<file path="src/rtl/bcc_pkg.sv">
// Package for the multiplexed bus cycle controller.
// Holds the bus-state encoding that the sequencer and the pad decoder share.
package bcc_pkg;
    typedef enum logic [2:0] {
        TS_IDLE = 3'd0,
        TS_T1   = 3'd1,
        TS_T2   = 3'd2,
        TS_T3   = 3'd3,
        TS_T4   = 3'd4,
        TS_HOLD = 3'd5
    } tstate_e;
endpackage

</file>
<file path="src/rtl/bcc_clkdiv.sv">
// Phase divider. Splits each bus state into two oscillator clocks.
// step is high in the second clock, when the sequencer may advance.
// clk_out runs at half the oscillator rate.
// Also registers the reset-out indication.
// Assumes a synchronous active-low reset.
module bcc_clkdiv (
    input  logic clk,
    input  logic rst_n,
    output logic step,
    output logic clk_out,
    output logic reset_out
);
    logic ph_q;

    // Purpose: toggle the phase bit on every clock and hold it at 0 in reset.
    always_ff @(posedge clk) begin
        if (!rst_n) ph_q <= 1'b0;
        else        ph_q <= ~ph_q;
    end

    // Purpose: report the reset condition to external devices.
    always_ff @(posedge clk) begin
        reset_out <= ~rst_n;
    end

    assign step    = ph_q;
    assign clk_out = ~ph_q;

    // the output clock changes on every edge.
    p_clk_toggle_r2: assert property (@(posedge clk) disable iff (!rst_n)
        1'b1 |=> (clk_out != $past(clk_out)));
endmodule

</file>
<file path="src/rtl/bcc_seq.sv">
// Bus-state sequencer. Takes requests, steps from T1 to T4 and grants the bus
// to a DMA master. Advances only when step is high.
// Assumes the core holds req_* stable until req_ready is seen.
module bcc_seq
    import bcc_pkg::*;
#(
    parameter int ADDR_W = 16,
    parameter int DATA_W = 8
) (
    input  logic              clk,
    input  logic              rst_n,
    input  logic              step,
    input  logic              req_valid,
    input  logic [ADDR_W-1:0] req_addr,
    input  logic              req_write,
    input  logic              req_io,
    input  logic [DATA_W-1:0] req_wdata,
    input  logic              hold,
    output tstate_e           state,
    output logic              req_ready,
    output logic [ADDR_W-1:0] cur_addr,
    output logic              cur_write,
    output logic              cur_io,
    output logic [DATA_W-1:0] cur_wdata,
    output logic              hlda
);
    logic at_boundary;

    // Purpose: mark the states where a new cycle or a grant may begin.
    always_comb begin
        at_boundary = (state == TS_IDLE) || (state == TS_T4);
    end

    assign req_ready = step && req_valid && !hold && at_boundary;
    assign hlda      = (state == TS_HOLD);

    // Purpose: advance the bus state and latch the request when it is taken.
    always_ff @(posedge clk) begin
        if (!rst_n) begin
            state     <= TS_IDLE;
            cur_addr  <= '0;
            cur_write <= 1'b0;
            cur_io    <= 1'b0;
            cur_wdata <= '0;
        end else if (step) begin
            case (state)
                TS_IDLE, TS_T4: begin
                    if (hold) begin
                        state <= TS_HOLD;
                    end else if (req_valid) begin
                        state     <= TS_T1;
                        cur_addr  <= req_addr;
                        cur_write <= req_write;
                        cur_io    <= req_io;
                        cur_wdata <= req_wdata;
                    end else begin
                        state <= TS_IDLE;
                    end
                end
                TS_T1:   state <= TS_T2;
                TS_T2:   state <= TS_T3;
                TS_T3:   state <= TS_T4;
                TS_HOLD: if (!hold) state <= TS_IDLE;
                default: state <= TS_IDLE;
            endcase
        end
    end

    // the grant begins only after an idle state or a T4.
    p_grant_boundary_r9: assert property (@(posedge clk) disable iff (!rst_n)
        $rose(hlda) |-> $past(state == TS_IDLE || state == TS_T4));
    // the grant ends at the first boundary after hold drops.
    p_hlda_drop_r10: assert property (@(posedge clk) disable iff (!rst_n)
        (hlda && !hold && step) |=> !hlda);
    // no request is taken while hold is asserted.
    p_no_accept_hold_r11: assert property (@(posedge clk) disable iff (!rst_n)
        hold |-> !req_ready);
endmodule

</file>
<file path="src/rtl/bcc_pads.sv">
// Pad decoder. Turns the bus state and the latched request into strobes,
// drive enables and pad values, and captures the read byte at the end of T3.
// Assumes step is high in the second clock of each bus state.
module bcc_pads
    import bcc_pkg::*;
#(
    parameter int ADDR_W = 16,
    parameter int DATA_W = 8
) (
    input  logic                     clk,
    input  logic                     rst_n,
    input  logic                     step,
    input  tstate_e                  state,
    input  logic [ADDR_W-1:0]        cur_addr,
    input  logic                     cur_write,
    input  logic                     cur_io,
    input  logic [DATA_W-1:0]        cur_wdata,
    input  logic [DATA_W-1:0]        ad_in,
    output logic [ADDR_W-DATA_W-1:0] addr_hi,
    output logic                     addr_hi_oe,
    output logic [DATA_W-1:0]        ad_out,
    output logic                     ad_oe,
    output logic                     ale,
    output logic                     rd_n,
    output logic                     wr_n,
    output logic                     io_m,
    output logic                     ctl_oe,
    output logic                     done,
    output logic [DATA_W-1:0]        rd_data
);
    logic in_cycle;
    logic strobe_win;

    // Purpose: decode the cycle-wide and strobe windows from the bus state.
    always_comb begin
        in_cycle   = (state == TS_T1) || (state == TS_T2) ||
                     (state == TS_T3) || (state == TS_T4);
        strobe_win = (state == TS_T2) || (state == TS_T3);
    end

    // Purpose: drive the address, data, strobes and enables for each bus state.
    always_comb begin
        addr_hi    = cur_addr[ADDR_W-1:DATA_W];
        addr_hi_oe = in_cycle;
        ale        = (state == TS_T1);
        rd_n       = !(strobe_win && !cur_write);
        wr_n       = !(strobe_win && cur_write);
        io_m       = in_cycle && cur_io;
        ctl_oe     = (state != TS_HOLD);
        done       = (state == TS_T4) && !step;
        ad_oe      = (state == TS_T1) ||
                     (cur_write && (strobe_win || ((state == TS_T4) && !step)));
        ad_out     = (state == TS_T1) ? cur_addr[DATA_W-1:0] : cur_wdata;
    end

    // Purpose: capture the read byte on the last edge of T3.
    always_ff @(posedge clk) begin
        if (!rst_n)                                      rd_data <= '0;
        else if (step && state == TS_T3 && !cur_write)   rd_data <= ad_in;
    end

    // the read and write strobes never overlap.
    p_strobe_excl_r8: assert property (@(posedge clk) disable iff (!rst_n)
        !(!rd_n && !wr_n));
    // the pads are not driven while a read strobe is active.
    p_read_hiz_r5: assert property (@(posedge clk) disable iff (!rst_n)
        !rd_n |-> !ad_oe);
    // the completion pulse comes with both strobes high.
    p_done_quiet_r7: assert property (@(posedge clk) disable iff (!rst_n)
        done |-> (rd_n && wr_n));
    // a released control group means nothing else is driven.
    p_release_r10: assert property (@(posedge clk) disable iff (!rst_n)
        !ctl_oe |-> (!ad_oe && !addr_hi_oe));
    // the address strobe never overlaps a read or write strobe.
    p_ale_alone_r4: assert property (@(posedge clk) disable iff (!rst_n)
        ale |-> (rd_n && wr_n));
endmodule

</file>
<file path="src/rtl/bus_cycle_ctrl.sv">
// Top of the multiplexed bus cycle controller. Connects the phase divider,
// the bus-state sequencer and the pad decoder.
// The shared address/data pads are presented as separate out/enable/in ports.
module bus_cycle_ctrl
    import bcc_pkg::*;
#(
    parameter int ADDR_W = 16,
    parameter int DATA_W = 8,
    localparam int HI_W  = ADDR_W - DATA_W
) (
    input  logic              clk,
    input  logic              rst_n,
    input  logic              req_valid,
    input  logic [ADDR_W-1:0] req_addr,
    input  logic              req_write,
    input  logic              req_io,
    input  logic [DATA_W-1:0] req_wdata,
    output logic              req_ready,
    output logic              done,
    output logic [DATA_W-1:0] rd_data,
    output logic [HI_W-1:0]   addr_hi,
    output logic              addr_hi_oe,
    output logic [DATA_W-1:0] ad_out,
    output logic              ad_oe,
    input  logic [DATA_W-1:0] ad_in,
    output logic              ale,
    output logic              rd_n,
    output logic              wr_n,
    output logic              io_m,
    output logic              ctl_oe,
    input  logic              hold,
    output logic              hlda,
    output logic              clk_out,
    output logic              reset_out
);
    logic              step;
    tstate_e           state;
    logic [ADDR_W-1:0] cur_addr;
    logic              cur_write;
    logic              cur_io;
    logic [DATA_W-1:0] cur_wdata;

    bcc_clkdiv u_div (
        .clk       (clk),
        .rst_n     (rst_n),
        .step      (step),
        .clk_out   (clk_out),
        .reset_out (reset_out)
    );

    bcc_seq #(.ADDR_W(ADDR_W), .DATA_W(DATA_W)) u_seq (
        .clk       (clk),
        .rst_n     (rst_n),
        .step      (step),
        .req_valid (req_valid),
        .req_addr  (req_addr),
        .req_write (req_write),
        .req_io    (req_io),
        .req_wdata (req_wdata),
        .hold      (hold),
        .state     (state),
        .req_ready (req_ready),
        .cur_addr  (cur_addr),
        .cur_write (cur_write),
        .cur_io    (cur_io),
        .cur_wdata (cur_wdata),
        .hlda      (hlda)
    );

    bcc_pads #(.ADDR_W(ADDR_W), .DATA_W(DATA_W)) u_pads (
        .clk        (clk),
        .rst_n      (rst_n),
        .step       (step),
        .state      (state),
        .cur_addr   (cur_addr),
        .cur_write  (cur_write),
        .cur_io     (cur_io),
        .cur_wdata  (cur_wdata),
        .ad_in      (ad_in),
        .addr_hi    (addr_hi),
        .addr_hi_oe (addr_hi_oe),
        .ad_out     (ad_out),
        .ad_oe      (ad_oe),
        .ale        (ale),
        .rd_n       (rd_n),
        .wr_n       (wr_n),
        .io_m       (io_m),
        .ctl_oe     (ctl_oe),
        .done       (done),
        .rd_data    (rd_data)
    );
endmodule

</file>
<file path="config.mk">
export PLATFORM = sky130hd
export DESIGN_NAME = bus_cycle_ctrl
export DESIGN_NICKNAME = d
export VERILOG_FILES = /design/src/rtl/bcc_pkg.sv /design/src/rtl/bcc_clkdiv.sv /design/src/rtl/bcc_seq.sv /design/src/rtl/bcc_pads.sv /design/src/rtl/bus_cycle_ctrl.sv
export SDC_FILE = /design/constraint.sdc
export NUM_CORES = 1
export LEC_CHECK = 0
export BUFFER_PORTS_ARGS = -buffer_cell sky130_fd_sc_hd__buf_2
export CORE_MARGIN = 2
export CORE_UTILIZATION = 25
export DETAILED_ROUTE_END_ITERATION = 10
export GPL_ROUTABILITY_DRIVEN = 0
export GPL_TIMING_DRIVEN = 0
export MAX_ROUTING_LAYER = met4
export PLACE_DENSITY = 0.59
export SYNTH_ARGS = -nofsm -noshare
export SYNTH_HDL_FRONTEND = slang
export SYNTH_SLANG_ARGS = --single-unit
export TNS_END_PERCENT = 20
</file>
<file path="constraint.sdc">
create_clock -name clk -period 3.4 [get_ports clk]
set_input_delay 0.34 -clock clk [delete_from_list [all_inputs] [get_ports clk]]
set_output_delay 0.34 -clock clk [all_outputs]
set_load 0.005 [all_outputs]
</file>
==> results of run 1 <==
[state kept, by name, summed over array words and instances (netlist names)]
register	count
u_div.step	1
u_seq.state	3
u_seq.cur_addr	16
u_div.reset_out	1
u_seq.cur_write	1
u_pads.rd_data	8
u_seq.cur_io	1
u_seq.cur_wdata	8
[cell families (layout without fill, tap and decap cells)]
| family | Yosys count | count (layout) | synth area share |
|---|---|---|---|
| compound gates | 9 | 9 | 0.0300 |
| simple gates | 87 | 87 | 0.204 |
| mux | 42 | 42 | 0.234 |
| xor+xnor | 1 | 1 | 0.00477 |
| flops | 39 | 39 | 0.425 |
| buf+inv | 27 | 107 | 0.102 |
[final cells by class]
cell class / instances / area [um2]
fillers: 782 / 4740
repair buffers: 72 / 360
multi-input cells: 139 / 868
plain buffers: 23 / 173
inverters: 4 / 15.0
well taps: 99 / 124
clock buffers: 6 / 82.6
flip-flops and latches: 39 / 781
clock inverters: 2 / 35.0
[power groups by stage]
stage | Clock (mW) | Combinational (mW) | Sequential (mW)
after CTS | 0.418 | 0.145 | 0.480
after floorplan | 0 | 0.0866 | 0.489
after global placement | 0 | 0.143 | 0.490
final | 0.400 | 0.141 | 0.480
after global routing | 0.440 | 0.157 | 0.483
after detailed placement | 0 | 0.145 | 0.491
[metrics by stage]
stage	total power, mW	utilization	setup slack [ns]	std cells	hold slack, ns
final	1.02	0.340	1.15	384	0.288
after global routing	1.08	0.340	1.02	384	0.286
after CTS	1.04	0.340	1.15	384	0.280
after detailed placement	0.635	0.323	1.50	376	0.443
after global placement	0.633	0.323	1.52	376	0.440
after floorplan	0.575	-	1.81	205	0.430
[Yosys cell counts]
| library cell | number |
|---|---|
| nor2_2 | 1 |
| buf_2 | 1 |
| o31ai_1 | 1 |
| inv_1 | 4 |
| a22oi_1 | 1 |
| and2_1 | 1 |
| and4b_4 | 1 |
| nand2_1 | 73 |
| nor2b_2 | 1 |
| buf_12 | 2 |
| o21ai_0 | 1 |
| dfxtp_1 | 39 |
| a22o_1 | 1 |
| nor4b_1 | 1 |
| buf_6 | 2 |
| mux2_1 | 8 |
| nor2_1 | 1 |
| nand3_1 | 1 |
| a21oi_1 | 4 |
| buf_4 | 10 |
| nor3_1 | 1 |
| o22ai_1 | 1 |
| and2b_1 | 1 |
| xnor2_1 | 1 |
| and4b_1 | 1 |
| mux2i_1 | 34 |
| nor2b_1 | 2 |
| clkbuf_1 | 8 |
| nand2b_1 | 2 |
[critical path: cells and delay by family (launching register included)]
family | cells | cell delay (ns)
simple gates | 2 | 0.44
buf+inv | 2 | 0.34
flops | 1 | 0.49
mux | 1 | 0.34
[metal layers]
metal / global-route usage / part of all wire / up-vias / routed length, um
li1: - / - / 816 / -
met1: 0.147 / 0.48 / 726 / 2170
met2: 0.189 / 0.46 / 43 / 2090
met3: 0.0319 / 0.049 / 4 / 219
met4: 0.0231 / 0.0069 / 0 / 31
met5: - / 0 / - / 0
[final timing paths]
| check | endpoint | start | slack [ns] | cells past startpoint |
|---|---|---|---|---|
| hold / removal | u_seq.cur_addr[5] | req_addr[5] | 0.29 | 3 |
| setup / recovery | ad_out[3] | u_seq.state[0] | 1.15 | 5 |
| setup reg to reg | u_seq.cur_addr[6] | u_seq.state[0] | 1.96 | 5 |
| hold reg to reg | u_pads.rd_data[4] | u_pads.rd_data[4] | 0.46 | 2 |
==> key figures, run 1 <==
Outcome
  – Status: finished clean

Critical path
  – Crit-path slowest cell: dfxtp_1
  – CP cell instances: nor2b_1, nor2b_1, buf_4, mux2_1, buf_2
  – Setup crit start kind: register
  – Crit-path max FO: 10
  – Largest stage delay, worst path: 0.49 ns
  – CP required: 3.06 ns
  – Worst EP arrival: 1.91 ns
  – Critical Path Sink Type: output pin
  – CP Class: register to output pin
  – Crit-path most repeated cell: nor2b_1

Clock tree
  – CTS tree: yes
  – CTS buffer count: 5
  – Setup Fix Bufs, Post-CTS: 0
  – Sink Count: 39
  – Post-CTS resize count: 0
  – CTS Hold Bufs: 0
  – Worst-path clk slew: 0.08 ns
  – Clk Latency, worst-skew pair: 0.29 ns
  – Clock root cell: clkbuf_8
  – H-tree depth: 2
  – CTS max path bufs: 2

STA
  – Slew HR: 0.640
  – Slew Limit Fails: 0
  – Clk_skew: 0.00757 ns
  – Achievable Freq: 0.445 GHz
  – Fin crit period: 2.25 ns
  – Total negative slack: 0 ns
  – Final Cycle Share: 0.661
  – Endpoints failing hold: 0
  – Final setup fails: 0
  – Slew @ Worst Pin: 0.540 ns
  – RSZ-0062 raised after global routing: false

Pwr
  – VDD IR-drop max: 0.211 mV
  – P_int: 0.778 mW
  – Leak pwr: 1.11 nW
  – Power per Cell Area: 419 mW/mm2
  – Power share of the combinational group: 0.138
  – Sequential Power Share: 0.470
  – Switching power share of the total: 0.239
  – Clock power frac: 0.392
  – Sw power: 0.244 mW

Route
  – Vias per cell: 4.14
  – Routed WL: 4510 um
  – DRC: 0
  – Drt first pass iters: 4
  – Initial DRC count: 15
  – DR vias: 1589
  – WL/cell: 11.7 um
  – Antenna-violating nets left: 0

Place
  – DP Area: 0.00232 mm2
  – Port Buffers: 72
  – DP Wirelength: 3310 um

Synthesis
  – Syn nets: 243
  – Synth Cell Area: 0.00184 mm2
  – Syn avg cell area: 8.96 um2
  – Library cells used by synthesis: 29
  – Ys Warns: 0
  – Sequential area share after synthesis: 0.425
  – Gate Count Post-Synth: 205
  – Synthesized flop and latch total: 39
  – Largest area contributor in the netlist: dfxtp_1
  – Synth top area cells: dfxtp_1 43%, mux2i_1 19%, nand2_1 15%, mux2_1 4.9%, buf_4 4.1%
  – Yosys top cell area share: 0.425

Final layout
  – Commonest non-fill, non-tap cells in the layout: 73 x buf_2, 73 x nand2_1, 39 x dfxtp_1
  – Design area: 0.00244 mm2
  – Layout cell share with drive strength beyond 1: 0.344
  – Diode count: 0
  – Layout area overhead: 32.8%
  – Nets@finish: 322

Floorplan
  – Core Rows: 31
  – Die Area: 0.00805 mm2
  – Die Y-Extent: 89.7 um
  – Die X: 89.7 um
  – Initial core utilization: 0.256
  – Core area: 0.00718 mm2
  – IO Count: 74

Flow run
  – Maxcap violations: 0

Global route
  – Pin count of the biggest net entering global routing: 13
  – Initial antenna violation count: 0
  – Tot GR Track Use: 0.117
  – Grt total ovfl: 0
  – Global-route wire length before repair: 7490 um
  – Vias in the first global route: 1571

Worst hold path
  – Hold Crit Class: primary input to register
(Power assumes the default switching activity.)
==> inputs of run 2 (changes only) <==
==> constraint.sdc (replaced) <==
create_clock -name clk -period 2.22 [get_ports clk]
set_input_delay 0.222 -clock clk [delete_from_list [all_inputs] [get_ports clk]]
set_output_delay 0.222 -clock clk [all_outputs]
set_load 0.005 [all_outputs]
==> key figures, run 2 (synthesis gave the netlist of run 1 again) <==
Place
  – DP Area: 0.00232 mm2 (unchanged)
  – Port Buffers: 72 (unchanged)
  – DP Wirelength: 3310 um (unchanged)

Route
  – Initial DRC count: 15 (unchanged)
  – Drt first pass iters: 4 (unchanged)
  – DR vias: 1589 (unchanged)
  – Antenna-violating nets left: 0 (unchanged)
  – Vias per cell: 4.14 (unchanged)
  – WL/cell: 11.7 um (unchanged)
  – Routed WL: 4510 um (unchanged)
  – DRC: 0 (unchanged)

Floorplan
  – Initial core utilization: 0.256 (unchanged)
  – Die Y-Extent: 89.7 um (unchanged)
  – Die X: 89.7 um (unchanged)
  – Core Rows: 31 (unchanged)
  – IO Count: 74 (unchanged)
  – Die Area: 0.00805 mm2 (unchanged)
  – Core area: 0.00718 mm2 (unchanged)

Worst hold path
  – Hold Crit Start: req_addr[5]
  – Worst Hold Endpoint: u_seq.cur_addr[5]
  – Worst hold stages: 3 (unchanged)
  – Hold Crit Class: primary input to register

Final layout
  – Layout cell share with drive strength beyond 1: 0.347 (+0.00351)
  – Post-layout util: 0.340 (about the same)
  – Commonest non-fill, non-tap cells in the layout: 73 x buf_2, 73 x nand2_1, 38 x dfxtp_1
  – Diode count: 0 (unchanged)
  – Nets@finish: 322 (unchanged)
  – Layout area overhead: 32.8% (about the same)
  – Most flops, register: u_seq.cur_addr
  – Largest regs: u_seq.cur_addr (16), u_pads.rd_data (8), u_seq.cur_wdata (8)
  – Max reg flops: 16 (unchanged)
  – Design area: 0.00244 mm2 (about the same)

Critical path
  – Crit-path max FO: 10 (unchanged)
  – CP required: 2.00 ns (-1.06 ns)
  – Worst reg2reg path startpoint: u_seq.state[1]
  – Setup crit start kind: register
  – Worst EP arrival: 1.81 ns (-0.10 ns)
  – Endpoint of the lowest-slack register-to-register path: u_seq.cur_addr[6]
  – Reg2reg path depth: 6 (+1)
  – CP Class: register to output pin
  – Critical Path Sink Type: output pin
  – Register-to-Register Setup Slack: 0.80 ns (-1.16 ns)

Global route
  – Grt total ovfl: 0 (unchanged)
  – Global-route wire length before repair: 7490 um (unchanged)
  – Pin count of the biggest net entering global routing: 13 (unchanged)
  – Met2 Use GR: 0.189 (unchanged)
  – Vias in the first global route: 1571 (unchanged)
  – Initial antenna violation count: 0 (unchanged)
  – Top Usage Layer GRT: met2
  – Met1 GRT Util: 0.147 (unchanged)
  – Tot GR Track Use: 0.117 (unchanged)
  – Met3 GRT Util: 0.0319 (unchanged)

STA
  – Slew HR: 0.640 (unchanged)
  – Slew Limit Fails: 0 (unchanged)
  – Fin crit period: 2.03 ns
  – Final Cycle Share: 0.916
  – RSZ-0062 raised after global routing: false
  – Slew @ Worst Pin: 0.540 ns (unchanged)
  – Clk_skew: 0.00757 ns (unchanged)
  – Final setup fails: 0 (unchanged)
  – Endpoints failing hold: 0 (unchanged)
  – Achievable Freq: 0.492 GHz
  – Total negative slack: 0 ns (unchanged)

Pwr
  – Leak pwr: 1.11 nW (about the same)
  – VDD IR-drop max: 0.323 mV (+53%)
  – Power per Cell Area: 642 mW/mm2 (+53%)

Clock tree
  – Worst-path clk slew: 0.08 ns (about the same)
  – Setup Fix Bufs, Post-CTS: 0 (unchanged)
  – Clk Latency, worst-skew pair: 0.29 ns (about the same)
  – CTS tree: yes
  – Post-CTS resize count: 0 (unchanged)
  – Clock root cell: clkbuf_8
  – CTS max path bufs: 2 (unchanged)
  – CTS buffer count: 5 (unchanged)
  – CTS Hold Bufs: 0 (unchanged)
  – H-tree depth: 2 (unchanged)
  – Sink Count: 39 (unchanged)

Outcome
  – Status: finished clean

Flow run
  – Maxcap violations: 0 (unchanged)
[run 2: cell counts in the layout (fill, tap and decap cells not counted)]
Identical to the previous run, type by type.
[run 2: metrics by stage]
stage               total power, mW  hold slack (ns)  instances  setup WS [ns]
global route                   1.65            0.168        384         0.0604
CTS                            1.60            0.162        384         0.0909
floorplan                     0.881            0.364        205          0.752
global placement              0.970            0.440        376          0.455
detailed placement            0.973            0.443        376          0.443
finish                         1.57            0.170        384          0.187
[run 2: routing by layer]
| metal | wire, um | up-vias |
|---|---|---|
| met4 | 31 | 0 |
| met1 | 2170 | 726 |
| met2 | 2090 | 43 |
| met3 | 219 | 4 |
| met5 | 0 | - |
| li1 | - | 816 |
[run 2: cell type report]
class                      count  area (um2)
buffer                        23         173
clock buffer                   6        82.6
clock inverter                 2        35.0
fill                         781        4740
inverter                       4        15.0
multi-input combinational    139         868
sequential                    39         782
tap                           99         124
timing repair buffer          72         360
[run 2: worst max-delay path by stage]
stage | startpoint | end | depth (start not counted)
finish | u_seq.state[0] | ad_out[3] | 5
global route | u_seq.state[0] | ad_out[2] | 5
CTS | u_seq.state[0] | ad_out[3] | 5
detailed placement | u_seq.state[0] | ad_out[7] | 5
global placement | u_seq.state[0] | ad_out[6] | 5
floorplan | u_seq.state[0] | ad_out[0] | 4
[run 2: worst max-delay path: stages (launching register included)]
cell     delay (ns)
dfxtp_2        0.41
nor2b_1        0.25
nor2b_1        0.17
buf_4          0.21
mux2_1         0.34
buf_2          0.13
[run 2: where the power goes]
| part | internal, mW | leakage [nW] | switching [mW] |
|---|---|---|---|
| Sequential | 0.722 | 0.317 | 0.0144 |
| Clock | 0.364 | 0.0612 | 0.249 |
| Combinational | 0.106 | 0.737 | 0.110 |
==> inputs of run 3 (changes only) <==
--- a/config.mk
+++ b/config.mk
@@ -6,6 +6,7 @@
 export NUM_CORES = 1
 export LEC_CHECK = 0
 export BUFFER_PORTS_ARGS = -buffer_cell sky130_fd_sc_hd__buf_2
+export CORE_ASPECT_RATIO = 1.2
 export CORE_MARGIN = 2
 export CORE_UTILIZATION = 25
 export DETAILED_ROUTE_END_ITERATION = 10
@@ -15,5 +16,6 @@
 export PLACE_DENSITY = 0.59
 export SYNTH_ARGS = -nofsm -noshare
 export SYNTH_HDL_FRONTEND = slang
+export SYNTH_HIERARCHICAL = 1
 export SYNTH_SLANG_ARGS = --single-unit
 export TNS_END_PERCENT = 20
==> key figures, run 3 <==
Flow run
  – Maxcap violations: 0 (unchanged)

STA
  – Slew @ Worst Pin: 0.512 ns (-0.0275 ns)
  – Clk_skew: 0.00321 ns (-0.00435 ns)
  – Total negative slack: 0 ns (unchanged)
  – Fin crit period: 1.96 ns (-0.0747 ns)
  – Final setup fails: 0 (unchanged)
  – Final Cycle Share: 0.882 (-0.0337)
  – RSZ-0062 raised after global routing: false
  – Slew Limit Fails: 0 (unchanged)
  – Endpoints failing hold: 0 (unchanged)
  – Achievable Freq: 0.511 GHz (+3.8%)
  – Slew HR: 0.658 (+0.0184)

Clock tree
  – CTS Hold Bufs: 0 (unchanged)
  – Worst-path clk slew: 0.07 ns (about the same)
  – Post-CTS resize count: 0 (unchanged)
  – Clock root cell: clkbuf_8
  – CTS tree: yes
  – CTS max path bufs: 2 (unchanged)
  – Clk Latency, worst-skew pair: 0.28 ns (about the same)
  – Sink Count: 39 (unchanged)
  – H-tree depth: 2 (unchanged)
  – Setup Fix Bufs, Post-CTS: 0 (unchanged)
  – CTS buffer count: 5 (unchanged)

Synthesis
  – Simple-gate share of the synthesized area: 0.231 (+0.0277)
  – Largest family of logic cells by synthesized area: multiplexers
  – Largest area contributor in the netlist: dfxtp_1
  – Sequential area share after synthesis: 0.415 (-0.0102)
  – Synth Area in Compound Gates: 0.0259 (-0.00404)
  – Ys flop type: dfxtp_1
  – Ys async rst share: 0 (unchanged)
  – Adder-Cell Fraction of Synth Area: 0 (unchanged)
  – Syn nets: 242 (-0.41%)
  – Library cells used by synthesis: 30 (+3.4%)
  – Count leader, synth: nand2_1
  – Synth Cell Area: 0.00188 mm2 (+2.5%)
  – Yosys top cell area share: 0.415 (-0.0102)
  – Most frequent cells after synthesis: 72 x nand2_1, 39 x dfxtp_1, 35 x mux2i_1
  – Ys Warns: 6 (+6)
  – Post-synth EDFFs: 0 (unchanged)
  – XOR/XNOR Fraction of Synth Area: 0.00465 (-0.000114)
  – Mux cell area share after synthesis: 0.234 (-0.000290)
  – Gate Count Post-Synth: 204 (-0.49%)
  – Syn avg cell area: 9.22 um2 (+3.0%)
  – Synth top area cells: dfxtp_1 41%, mux2i_1 19%, nand2_1 14%, mux2_2 4.8%, buf_12 3.2%
  – Synthesized flop and latch total: 39 (unchanged)

Critical path
  – Crit-path max FO: 15 (+5)
  – CP cell instances: nor3b_1, buf_2, mux2_2, buf_2
  – Crit-path slowest cell: dfxtp_1
  – Crit-path most repeated cell: buf_2
  – Critical Path Sink Type: output pin
  – Worst EP arrival: 1.74 ns (-0.07 ns)
  – CP Class: register to output pin
  – Largest stage delay, worst path: 0.46 ns (+0.05 ns)
  – Worst reg2reg path startpoint: u_seq/state[1]
  – Setup crit start kind: register
  – Critical path startpoint: u_seq/state[1]
  – CP required: 2.00 ns (about the same)

Route
  – DRC: 0 (unchanged)
  – Routed WL: 4380 um (-2.8%)
  – DR vias: 1610 (+1.3%)
  – Drt first pass iters: 4 (unchanged)
  – WL/cell: 11.7 um (-0.15%)
  – Antenna-violating nets left: 0 (unchanged)
  – Vias per cell: 4.30 (+4.0%)
  – Initial DRC count: 22 (+7)

Global route
  – Vias in the first global route: 1598 (+1.7%)
  – Met1 GRT Util: 0.129 (-0.0180)
  – Pin count of the biggest net entering global routing: 16 (+3)
  – Tot GR Track Use: 0.114 (-0.00273)
  – Top Usage Layer GRT: met2
  – Global-route wire length before repair: 7480 um (-0.19%)
  – Met3 GRT Util: 0.0310 (-0.000864)
  – Met2 Use GR: 0.198 (+0.00850)
  – Initial antenna violation count: 0 (unchanged)
  – Grt total ovfl: 0 (unchanged)

Final layout
  – Largest regs: u_seq/cur_addr (16), u_pads/rd_data (8), u_seq/cur_wdata (8)
  – Design area: 0.00245 mm2 (+0.36%)
  – Most common cell after layout, fill and taps aside: buf_2
  – Max reg flops: 16 (unchanged)
  – Total area of sequential cells: 782 um2 (unchanged)
  – Diode count: 0 (unchanged)
  – Filler cells: 778 (-0.38%)
  – Most flops, register: u_seq/cur_addr
  – Nets@finish: 322 (unchanged)
  – Layout area overhead: 30.1%
  – Layout cell share with drive strength beyond 1: 0.387 (+0.0400)
  – Commonest non-fill, non-tap cells in the layout: 75 x buf_2, 72 x nand2_1, 38 x dfxtp_1
  – Footprint of the multi-input gates: 933 um2 (+7.5%)

Floorplan
  – Die Area: 0.00824 mm2 (+2.4%)
  – Die X: 83.2 um (-7.3%)
  – IO Count: 74 (unchanged)
  – Die Y-Extent: 99.0 um (+10%)
  – Initial core utilization: 0.259 (+0.00271)
  – Core area: 0.00727 mm2 (+1.4%)
  – Core Rows: 34 (+9.7%)

Place
  – Port Buffers: 73 (+1.4%)
  – DP Wirelength: 3230 um (-2.2%)
  – DP Area: 0.00236 mm2 (+1.7%)

Pwr
  – VDD IR-drop max: 0.283 mV (-12%)
  – Leak pwr: 1.11 nW (-0.63%)
  – Power per Cell Area: 575 mW/mm2 (-10%)

Worst hold path
  – Hold Crit Class: primary input to register
  – Hold Crit Start: rst_n

Outcome
  – Status: finished clean
run 3: cell count changes after synthesis, sizes merged, moves of 2 or more:
cell,change
a21oi,-3
and4b,-2
buf,-2
nand3b,+2
nor2,+2
o21ai,+2
run 3: worst paths after layout:
kind | end | slack [ns] | cells after the start
worst max-delay path | ad_out[4] | 0.26 | 4
worst min-delay path | u_div/reset_out | 0.13 | 2
worst max register to register | u_pads/rd_data[4] | 0.61 | 3
worst min register to register | u_pads/rd_data[1] | 0.46 | 2
run 3: area by class of cell:
type,instances,area share
plain buffers,20,0.0639
clock buffers,6,0.0337
clock inverters,1,0.00204
inverters,3,0.00460
multi-input cells,142,0.381
flip-flops and latches,39,0.319
well taps,90,0.0460
repair buffers,73,0.149
run 3: stage by stage:
step	hold slack (ns)	setup slack [ns]	total power, mW	utilization	cells
CTS	0.119	0.0938	1.45	0.336	374
floorplan	0.279	0.741	0.867	-	204
global route	0.130	0.128	1.50	0.337	374
global placement	0.424	0.445	0.946	0.324	367
detailed placement	0.421	0.433	0.949	0.324	367
finish	0.128	0.262	1.41	0.337	374
run 3: cell families (layout without fill, tap and decap cells):
kind of cell / count (synthesis) / in the layout
AO/OA/AOI/OAI: 8 / 8
multiplexers: 43 / 43
flip-flops: 39 / 39
AND/OR/NAND/NOR: 90 / 90
XOR/XNOR: 1 / 1
buffers and inverters: 23 / 103
run 3: metal layers:
layer / share of wire / vias up
li1: - / 820
met1: 0.45 / 743
met2: 0.49 / 43
met3: 0.056 / 4
met4: 0.0089 / 0
met5: 0 / -
run 3: where the power goes:
part	switching (mW)	internal [mW]
clock	0.234	0.244
combinational	0.0869	0.0992
sequential	0.0244	0.719
run 3: critical path, delay by kind of cell, from the launching register on:
| kind | cells | cell delay (ns) |
|---|---|---|
| buf+inv | 2 | 0.41 |
| flops | 1 | 0.46 |
| mux | 1 | 0.37 |
| simple gates | 1 | 0.22 |
